### src/rtl/ebr_pkg.sv
`timescale 1ns/1ps
package ebr_pkg;
  typedef enum logic {
    MODE_DELAYED = 1'b0,
    MODE_FLUSH   = 1'b1
  } br_mode_e;

  typedef struct packed {
    logic en;
    logic uncond;
    logic on_nz;
    logic cancel;
    logic pred;
  } br_ctl_t;
endpackage

### src/rtl/ebr_cond.sv
`timescale 1ns/1ps
// Zero test on the branch register, evaluated in decode.
module ebr_cond #(
  parameter int XLEN = 32
) (
  input  logic [XLEN-1:0] rs_val_i,
  input  logic            on_nz_i,
  input  logic            uncond_i,
  output logic            taken_o
);
  logic is_zero;

  always_comb begin
    is_zero = (rs_val_i == '0);
    taken_o = uncond_i | (is_zero ^ on_nz_i);
  end
endmodule

### src/rtl/ebr_target.sv
`timescale 1ns/1ps
// Dedicated decode-stage target adder.
module ebr_target #(
  parameter int XLEN  = 32,
  parameter int OFFW  = 16,
  parameter int SHIFT = 0
) (
  input  logic [XLEN-1:0] pc4_i,
  input  logic [OFFW-1:0] off_i,
  output logic [XLEN-1:0] target_o
);
  localparam int EXTW = XLEN - OFFW;

  logic [XLEN-1:0] sext;

  always_comb begin
    sext     = {{EXTW{off_i[OFFW-1]}}, off_i};
    target_o = pc4_i + (sext << SHIFT);
  end
endmodule

### src/rtl/ebr_decide.sv
`timescale 1ns/1ps
// Decides whether the instruction behind a resolving branch is discarded.
module ebr_decide
  import ebr_pkg::*;
(
  input  br_mode_e mode_i,
  input  logic     act_i,
  input  logic     taken_i,
  input  logic     cancel_i,
  input  logic     uncond_i,
  input  logic     pred_i,
  output logic     kill_req_o
);
  logic mismatch;
  logic kill;

  always_comb begin
    mismatch = taken_i ^ pred_i;
    kill     = 1'b0;
    case (mode_i)
      MODE_FLUSH:   kill = taken_i;
      MODE_DELAYED: kill = cancel_i & ~uncond_i & mismatch;
      default:      kill = 1'b0;
    endcase
    kill_req_o = act_i & kill;
  end
endmodule

### src/rtl/ebr_slot.sv
`timescale 1ns/1ps
// Pending-discard flag and the decode/execute buffer control bits.
module ebr_slot (
  input  logic clk,
  input  logic rst_n,
  input  logic stall_i,
  input  logic valid_i,
  input  logic wr_en_i,
  input  logic kill_req_i,
  output logic slot_kill_o,
  output logic ex_valid_o,
  output logic ex_wr_en_o
);
  logic kill_q, kill_d, kill_en;
  logic exv_q, exv_d;
  logic exw_q, exw_d;

  always_comb begin
    kill_en = ~stall_i;
    kill_d  = kill_req_i;
    if (stall_i) begin
      exv_d = 1'b0;
      exw_d = 1'b0;
    end else begin
      exv_d = valid_i & ~kill_q;
      exw_d = valid_i & wr_en_i & ~kill_q;
    end
  end

  always_ff @(posedge clk or negedge rst_n) begin
    if (!rst_n) begin
      kill_q <= 1'b0;
      exv_q  <= 1'b0;
      exw_q  <= 1'b0;
    end else begin
      if (kill_en) kill_q <= kill_d;
      exv_q <= exv_d;
      exw_q <= exw_d;
    end
  end

  assign slot_kill_o = kill_q;
  assign ex_valid_o  = exv_q;
  assign ex_wr_en_o  = exw_q;

  p_kill_blocks_r8: assert property (@(posedge clk) disable iff (!rst_n)
    (slot_kill_o && !stall_i) |=> (!ex_valid_o && !ex_wr_en_o && !slot_kill_o));

  p_kill_hold_r3: assert property (@(posedge clk) disable iff (!rst_n)
    stall_i |=> $stable(slot_kill_o));

  p_stall_bubble_r11: assert property (@(posedge clk) disable iff (!rst_n)
    stall_i |=> !ex_valid_o);

  p_wr_needs_valid_r12: assert property (@(posedge clk) disable iff (!rst_n)
    ex_wr_en_o |-> ex_valid_o);
endmodule

### src/rtl/ebr_ctl.sv
`timescale 1ns/1ps
// Top: decode-stage branch resolution with canceling delay slot.
module ebr_ctl
  import ebr_pkg::*;
#(
  parameter int XLEN      = 32,
  parameter int OFFW      = 16,
  parameter int OFF_SHIFT = 0
) (
  input  logic            clk,
  input  logic            rst_n,
  input  logic            mode_i,
  input  logic            id_valid_i,
  input  logic            id_wr_en_i,
  input  logic            id_stall_i,
  input  logic            br_en_i,
  input  logic            br_uncond_i,
  input  logic            br_on_nz_i,
  input  logic            br_cancel_i,
  input  logic            br_pred_i,
  input  logic [XLEN-1:0] rs_val_i,
  input  logic [OFFW-1:0] offset_i,
  input  logic [XLEN-1:0] id_pc4_i,
  input  logic [XLEN-1:0] if_pc4_i,
  output logic [XLEN-1:0] next_pc_o,
  output logic            redirect_o,
  output logic            slot_kill_o,
  output logic            ex_valid_o,
  output logic            ex_wr_en_o
);
  br_mode_e        mode;
  br_ctl_t         ctl;
  logic            taken;
  logic            act;
  logic            kill_req;
  logic [XLEN-1:0] target;

  always_comb begin
    mode = br_mode_e'(mode_i);
    ctl  = '{en: br_en_i, uncond: br_uncond_i, on_nz: br_on_nz_i,
             cancel: br_cancel_i, pred: br_pred_i};
  end

  ebr_cond #(.XLEN(XLEN)) u_cond (
    .rs_val_i (rs_val_i),
    .on_nz_i  (ctl.on_nz),
    .uncond_i (ctl.uncond),
    .taken_o  (taken)
  );

  ebr_target #(.XLEN(XLEN), .OFFW(OFFW), .SHIFT(OFF_SHIFT)) u_target (
    .pc4_i    (id_pc4_i),
    .off_i    (offset_i),
    .target_o (target)
  );

  // A branch acts only when it is live and leaves decode this cycle.
  always_comb begin
    act        = id_valid_i & ctl.en & ~slot_kill_o & ~id_stall_i;
    redirect_o = act & taken;
    next_pc_o  = redirect_o ? target : if_pc4_i;
  end

  ebr_decide u_decide (
    .mode_i     (mode),
    .act_i      (act),
    .taken_i    (taken),
    .cancel_i   (ctl.cancel),
    .uncond_i   (ctl.uncond),
    .pred_i     (ctl.pred),
    .kill_req_o (kill_req)
  );

  ebr_slot u_slot (
    .clk         (clk),
    .rst_n       (rst_n),
    .stall_i     (id_stall_i),
    .valid_i     (id_valid_i),
    .wr_en_i     (id_wr_en_i),
    .kill_req_i  (kill_req),
    .slot_kill_o (slot_kill_o),
    .ex_valid_o  (ex_valid_o),
    .ex_wr_en_o  (ex_wr_en_o)
  );

  p_stall_quiet_r3: assert property (@(posedge clk) disable iff (!rst_n)
    id_stall_i |-> (!redirect_o && next_pc_o == if_pc4_i));

  p_uncond_redirect_r1: assert property (@(posedge clk) disable iff (!rst_n)
    (id_valid_i && br_en_i && br_uncond_i && !id_stall_i && !slot_kill_o) |-> redirect_o);

  p_flush_taken_kills_r7: assert property (@(posedge clk) disable iff (!rst_n)
    (mode_i && redirect_o) |=> slot_kill_o);

  p_uncond_keeps_r6: assert property (@(posedge clk) disable iff (!rst_n)
    (!mode_i && redirect_o && br_uncond_i) |=> !slot_kill_o);

  p_killed_inert_r9: assert property (@(posedge clk) disable iff (!rst_n)
    slot_kill_o |-> !redirect_o);

  p_redirect_target_r2: assert property (@(posedge clk) disable iff (!rst_n)
    redirect_o |-> (next_pc_o == target));
endmodule

### config.mk
export PLATFORM = sky130hd
export DESIGN_NAME = ebr_ctl
export DESIGN_NICKNAME = d
export VERILOG_FILES = /design/src/rtl/ebr_pkg.sv /design/src/rtl/ebr_cond.sv /design/src/rtl/ebr_target.sv /design/src/rtl/ebr_decide.sv /design/src/rtl/ebr_slot.sv /design/src/rtl/ebr_ctl.sv
export SDC_FILE = /design/constraint.sdc
export NUM_CORES = 1
export LEC_CHECK = 0
export CORE_UTILIZATION = 40
export DETAILED_ROUTE_END_ITERATION = 10
export PLACE_DENSITY_LB_ADDON = 0.3
export SYNTH_ARGS = -nofsm -noshare
export SYNTH_HDL_FRONTEND = slang
export SYNTH_SLANG_ARGS = --single-unit
### constraint.sdc
create_clock -name clk -period 10.55 [get_ports clk]
set_input_delay 2.11 -clock clk [delete_from_list [all_inputs] [get_ports clk]]
set_output_delay 2.11 -clock clk [all_outputs]
set_load 0.02 [all_outputs]
== Yosys cells after proc, flatten, opt, wreduce, memory -nomap -nowiden ==
Cells that the tools add are included.

* Add/subtract/negate cells: 1
* Reduce and logical (&&, ||, !) cells: 1
* Bitwise gates (word level): 17
* Multiplexer cells: 4

{| class="wikitable"
|+ Operators by type and width
! cell !! number
|-
| 32-bit adder || 1
|-
| 32-bit zero test || 1
|-
| 32-bit two-way mux || 1
|-
| 1-bit bitwise AND || 10
|-
| 1-bit inverter || 4
|-
| 1-bit two-way mux || 2
|-
| 1-bit case mux with 2 select lines || 1
|-
| 1-bit XOR || 2
|-
| 1-bit OR || 1
|}

* Bits of input ports: 123
* Word-level logic and storage cells: 26
* Register bits: 3
* Output and inout bits: 36

== Longest topological paths before layout ==
* Depth in word-level cells: 7
* Gate-level depth with buffers: 9

== By module ==
A second synthesis with hierarchy kept.

* Cell total of the unflattened synthesis: 299
* Area total of the unflattened synthesis: 2487.4 µm²

{| class="wikitable"
|+ Modules (own cells, without submodules)
! module !! area an instance (µm²) !! cells each !! times used !! seq. area each (µm²)
|-
| ebr_target || 1712.9 || 236 || 1 || 0.0
|-
| ebr_ctl || 530.5 || 38 || 1 || 0.0
|-
| ebr_slot || 110.1 || 6 || 1 || 75.1
|-
| ebr_cond || 87.6 || 13 || 1 || 0.0
|-
| ebr_decide || 46.3 || 6 || 1 || 0.0
|}

== Least setup slack after synthesis ==
No wires, ideal clock.

* Kind: input -> output
* From: in offset_i[7]
* To: out next_pc_o[28]
* Path slack: 3.925 ns
* Stages on the path: 9
* Data required time: 8.440 ns
* Arrival time: 4.515 ns
* Cell sequence: ha_1 > and3_1 > buf_6 > a221o_1 > a21o_1 > a221oi_4 > nor4b_2 > o21a_1 > o31ai_1

* Cells in the longest elaborated chain, start to end: 2

{| class="wikitable"
|+ Ends and longest elaborated chain
! element !! line !! source
|-
| start: declaration || ebr_ctl.sv:22 || <nowiki>input logic [OFFW-1:0] offset_i,</nowiki>
|-
| 32-bit adder || ebr_target.sv:18 || <nowiki>target_o = pc4_i + (sext << SHIFT);</nowiki>
|-
| 32-bit two-way mux || ebr_ctl.sv:61 || <nowiki>next_pc_o = redirect_o ? target : if_pc4_i;</nowiki>
|-
| end: declaration || ebr_ctl.sv:25 || <nowiki>output logic [XLEN-1:0] next_pc_o,</nowiki>
|}

No other way between the ends.

== Final worst setup path ==
* From: in offset_i[15]
* To: out next_pc_o[27]

The elaborated chain is that of the path after synthesis.

==> results.cfg <==
[clocking]
htreeDepth = 1
cts_resized = 0
postCtsSetupRepairBufs = 0
cts_buffer_depth = 2
clkTransAtPathRegs_ps = 30
cts-buffers-inserted = 3
clock_sink_count = 3
clock_tree.root_cell = sky130_fd_sc_hd__clkbuf_8
holdBufCountCts = 0
tritoncts = built
clkLatencyLatePin_ps = 220

[global_route]
grt_first_pass_wirelength_um = 13700
grt_start_max_net_pins = 37
globalRouteOverflowTotal = 0
track_usage_pct = 26.2
first_global_vias = 3215
grt_antenna_before_repair = 0

[critical_path]
cp_data_arrival_time_ps = 5680
maximum_single_stage_delay_on_the_critical_path_ps = 820
critical_path_required_ps = 8440
setup.worst_path.class = in2out
cp_max_fo = 17
worstPathCellList = clkdlybuf4s50_1 -> ha_1 -> a21o_1 -> a211o_1 -> a221o_1 -> o21bai_2 -> a2111oi_0 -> or3_1 -> clkdlybuf4s50_1
setup.reg_to_reg.worst_slack_ps = 9370
worst_setup_path_end_kind = primary output
worst_setup_path_endpoint = next_pc_o[27]
crit_path_frequent_cell = sky130_fd_sc_hd__clkdlybuf4s50_1
timing.critical_path.from = offset_i[15]
worst_r2r_path_depth = 3
slowest_stage = sky130_fd_sc_hd__clkdlybuf4s50_1
critical_path.reg2reg.startpoint = u_slot.slot_kill_o
start_kind = primary input
timing.rr.end = u_slot.ex_wr_en_o

[die]
fp-row-count = 27
initial_core_util_pct = 42.7
floorplan.core_area_um2 = 5680
die_height_um = 79.8
floorplan.io_pins = 159
area_of_the_die_um2 = 6370
fp.dieW_um = 79.8

[pwr]
power.ir.vdd_worst_mv = 0.0473
power.density_nw_per_um2 = 62.5
p_leak_nw = 1.72

[routing]
first_pass_iters = 4
wl_on_met1_um = 3310
num_vias = 3303
dr.first_iter.drc_count = 195
routed_length_on_met3_um = 599
top_layer = met4
route.antenna.remaining_nets = 0
met2WireLength_um = 4280
route.final.wire_length_um = 8450
detail_route.vias_per_cell = 5.73
drcViolationCount = 0
routed_wire_length_per_instance_um = 14.7

[placed_design]
hpwl_um = 7070
buffer_ports.inserted = 158
place.gp.congestion = 0.896
post-place-cells = 572

[timing]
relSlewSlack_pct = 24.1
finalCriticalPeriod_ps = 7790
setup_violations = 0
grt_setup_unrepaired = no
transition_at_the_pin_with_the_smallest_max_transition_slack_ps = 1140
timing.final.crit_share_pct = 73.8
final_max_slew_viols = 0
tns_ps = 0
finClkSkew_ps = 5.75
report.final.hold_viol_count = 0
max_freq_mhz = 128

[logic_synthesis]
synth-edff-count = 0
syn_inst = 361
synth.distinct_cells = 55
syn_area_per_cell_um2 = 6.71
synth-seq-area-share_pct = 3.10
synth_warnings = 0
yosys_register_bits = 3
postSynth.topFlopCell = sky130_fd_sc_hd__dfrtp_1
post_synth_instance_area_um2 = 2420
mappedNetlistNets = 516
synth-async-reset-ratio_pct = 100

[final_layout]
layout.cells.most_common = sky130_fd_sc_hd__clkdlybuf4s50_1
ratio_of_cells_with_drive_above_1_in_the_final_layout_pct = 2.58
layout.cells.non_filler = 576
post-route-util_pct = 71.7
final_cell_mix = sky130_fd_sc_hd__clkdlybuf4s50_1 (158), sky130_fd_sc_hd__nand2_1 (54), sky130_fd_sc_hd__o21ai_0 (31), sky130_fd_sc_hd__ha_1 (31), sky130_fd_sc_hd__a21oi_1 (30)
layout-area-overhead-vs-synth_pct = 68.0
antennaDiodeCount = 0
finish.net_count = 660

[run_status]
run_status = complete, no violations

[run]
maxCapViolations = 0

[worst_hold_path]
min_path_type = reg2reg
critical path, delay by kind of cell:
kind | cells | cell delay [ps]
compound gates | 5 | 1140
fa+ha+maj | 1 | 600
buf+inv | 2 | 1390
simple gates | 1 | 430
how the worst min path moves through the flow:
stage | startpoint | to | slack (ps) | depth (start not counted)
after floorplan | u_slot.slot_kill_o | u_slot.slot_kill_o | 600 | 2
after global placement | u_slot.slot_kill_o | u_slot.slot_kill_o | 510 | 2
after detailed placement | u_slot.slot_kill_o | u_slot.slot_kill_o | 510 | 2
after CTS | u_slot.slot_kill_o | u_slot.slot_kill_o | 540 | 2
after global routing | u_slot.slot_kill_o | u_slot.slot_kill_o | 580 | 2
final | u_slot.slot_kill_o | u_slot.slot_kill_o | 540 | 2
layout make-up:
class	instances	area (um^2)
Inverter	8	30.0
Fill cell	461	1610
Timing Repair Buffer	159	1590
Tap cell	72	90.1
Clock buffer	4	45.0
Sequential cell	3	75.1
Multi-Input combinational cell	330	2240
registers in the layout, indices dropped and copies added (netlist names):
signal / count
u_slot.slot_kill_o: 1
u_slot.ex_wr_en_o: 1
u_slot.ex_valid_o: 1
layer usage:
metal | vias to the layer above | track usage (%)
li1 | 1654 | -
met1 | 1486 | 29.5
met2 | 135 | 49.5
met3 | 28 | 4.23
met4 | 0 | 8.39
met5 | - | 0
logic make-up after synthesis:
kind of cell               count (synthesis)  synth area share [%]
and+or+nand+nor                          142                  29.0
AOI/OAI and AO/OA                        129                  36.1
adders and majority gates                 32                  16.8
buffers and inverters                     28                  4.86
xor gates and xnor gates                  23                  8.32
muxes                                      4                  1.76
DFF                                        3                  3.10
power by group:
group | internal [mW] | switching (mW) | leakage (nW) | total (mW)
clock network | 0.0258 | 0.00778 | 0.0228 | 0.0336
logic | 0.108 | 0.0999 | 1.66 | 0.208
registers | 0.0122 | 0.000292 | 0.0401 | 0.0125
synth_stat cells, types with 2 or more instances:
cell type,instances,area share [%]
sky130_fd_sc_hd__mux2i_1,2,0.83
sky130_fd_sc_hd__nor3_1,7,1.4
sky130_fd_sc_hd__a31oi_1,6,1.5
sky130_fd_sc_hd__buf_2,4,0.83
sky130_fd_sc_hd__nand3_1,12,2.5
sky130_fd_sc_hd__nor4b_1,2,0.72
sky130_fd_sc_hd__o21ai_0,31,6.4
sky130_fd_sc_hd__and3_1,8,2.1
sky130_fd_sc_hd__or3_1,2,0.52
sky130_fd_sc_hd__o31ai_1,2,0.62
sky130_fd_sc_hd__a211o_1,3,1.1
sky130_fd_sc_hd__nor2_1,19,2.9
sky130_fd_sc_hd__o21bai_1,5,1.5
sky130_fd_sc_hd__nor4_1,8,2.1
sky130_fd_sc_hd__mux2_2,2,0.93
sky130_fd_sc_hd__nand2b_1,3,0.77
sky130_fd_sc_hd__clkbuf_1,14,2.2
sky130_fd_sc_hd__a21oi_1,30,6.2
sky130_fd_sc_hd__a221o_1,2,0.83
sky130_fd_sc_hd__a21o_1,19,5.9
sky130_fd_sc_hd__nand4_1,12,3.1
sky130_fd_sc_hd__o2111ai_1,3,1.1
sky130_fd_sc_hd__ha_1,31,16
sky130_fd_sc_hd__inv_1,8,1.2
sky130_fd_sc_hd__nand2_1,54,8.4
sky130_fd_sc_hd__o221ai_1,2,0.72
sky130_fd_sc_hd__and2_1,4,1.0
sky130_fd_sc_hd__nor2b_1,6,1.5
sky130_fd_sc_hd__o311ai_0,3,1.1
sky130_fd_sc_hd__dfrtp_1,3,3.1
sky130_fd_sc_hd__xnor2_1,12,4.3
sky130_fd_sc_hd__xor2_1,11,4.0
sky130_fd_sc_hd__o21a_1,9,2.8
per-stage QoR:
step / setup WS, ps / total power, mW / cell area [um^2] / hold slack (ps)
after floorplan: 3930 / 0.129 / 2420 / 601
after global placement: 2800 / 0.216 / 4020 / 506
after detailed placement: 2770 / 0.218 / 4020 / 511
after CTS: 2770 / 0.254 / 4070 / 542
after global routing: 2350 / 0.275 / 4070 / 577
final: 2760 / 0.254 / 4070 / 542
Note: power is estimated with default switching activity, not from simulation.
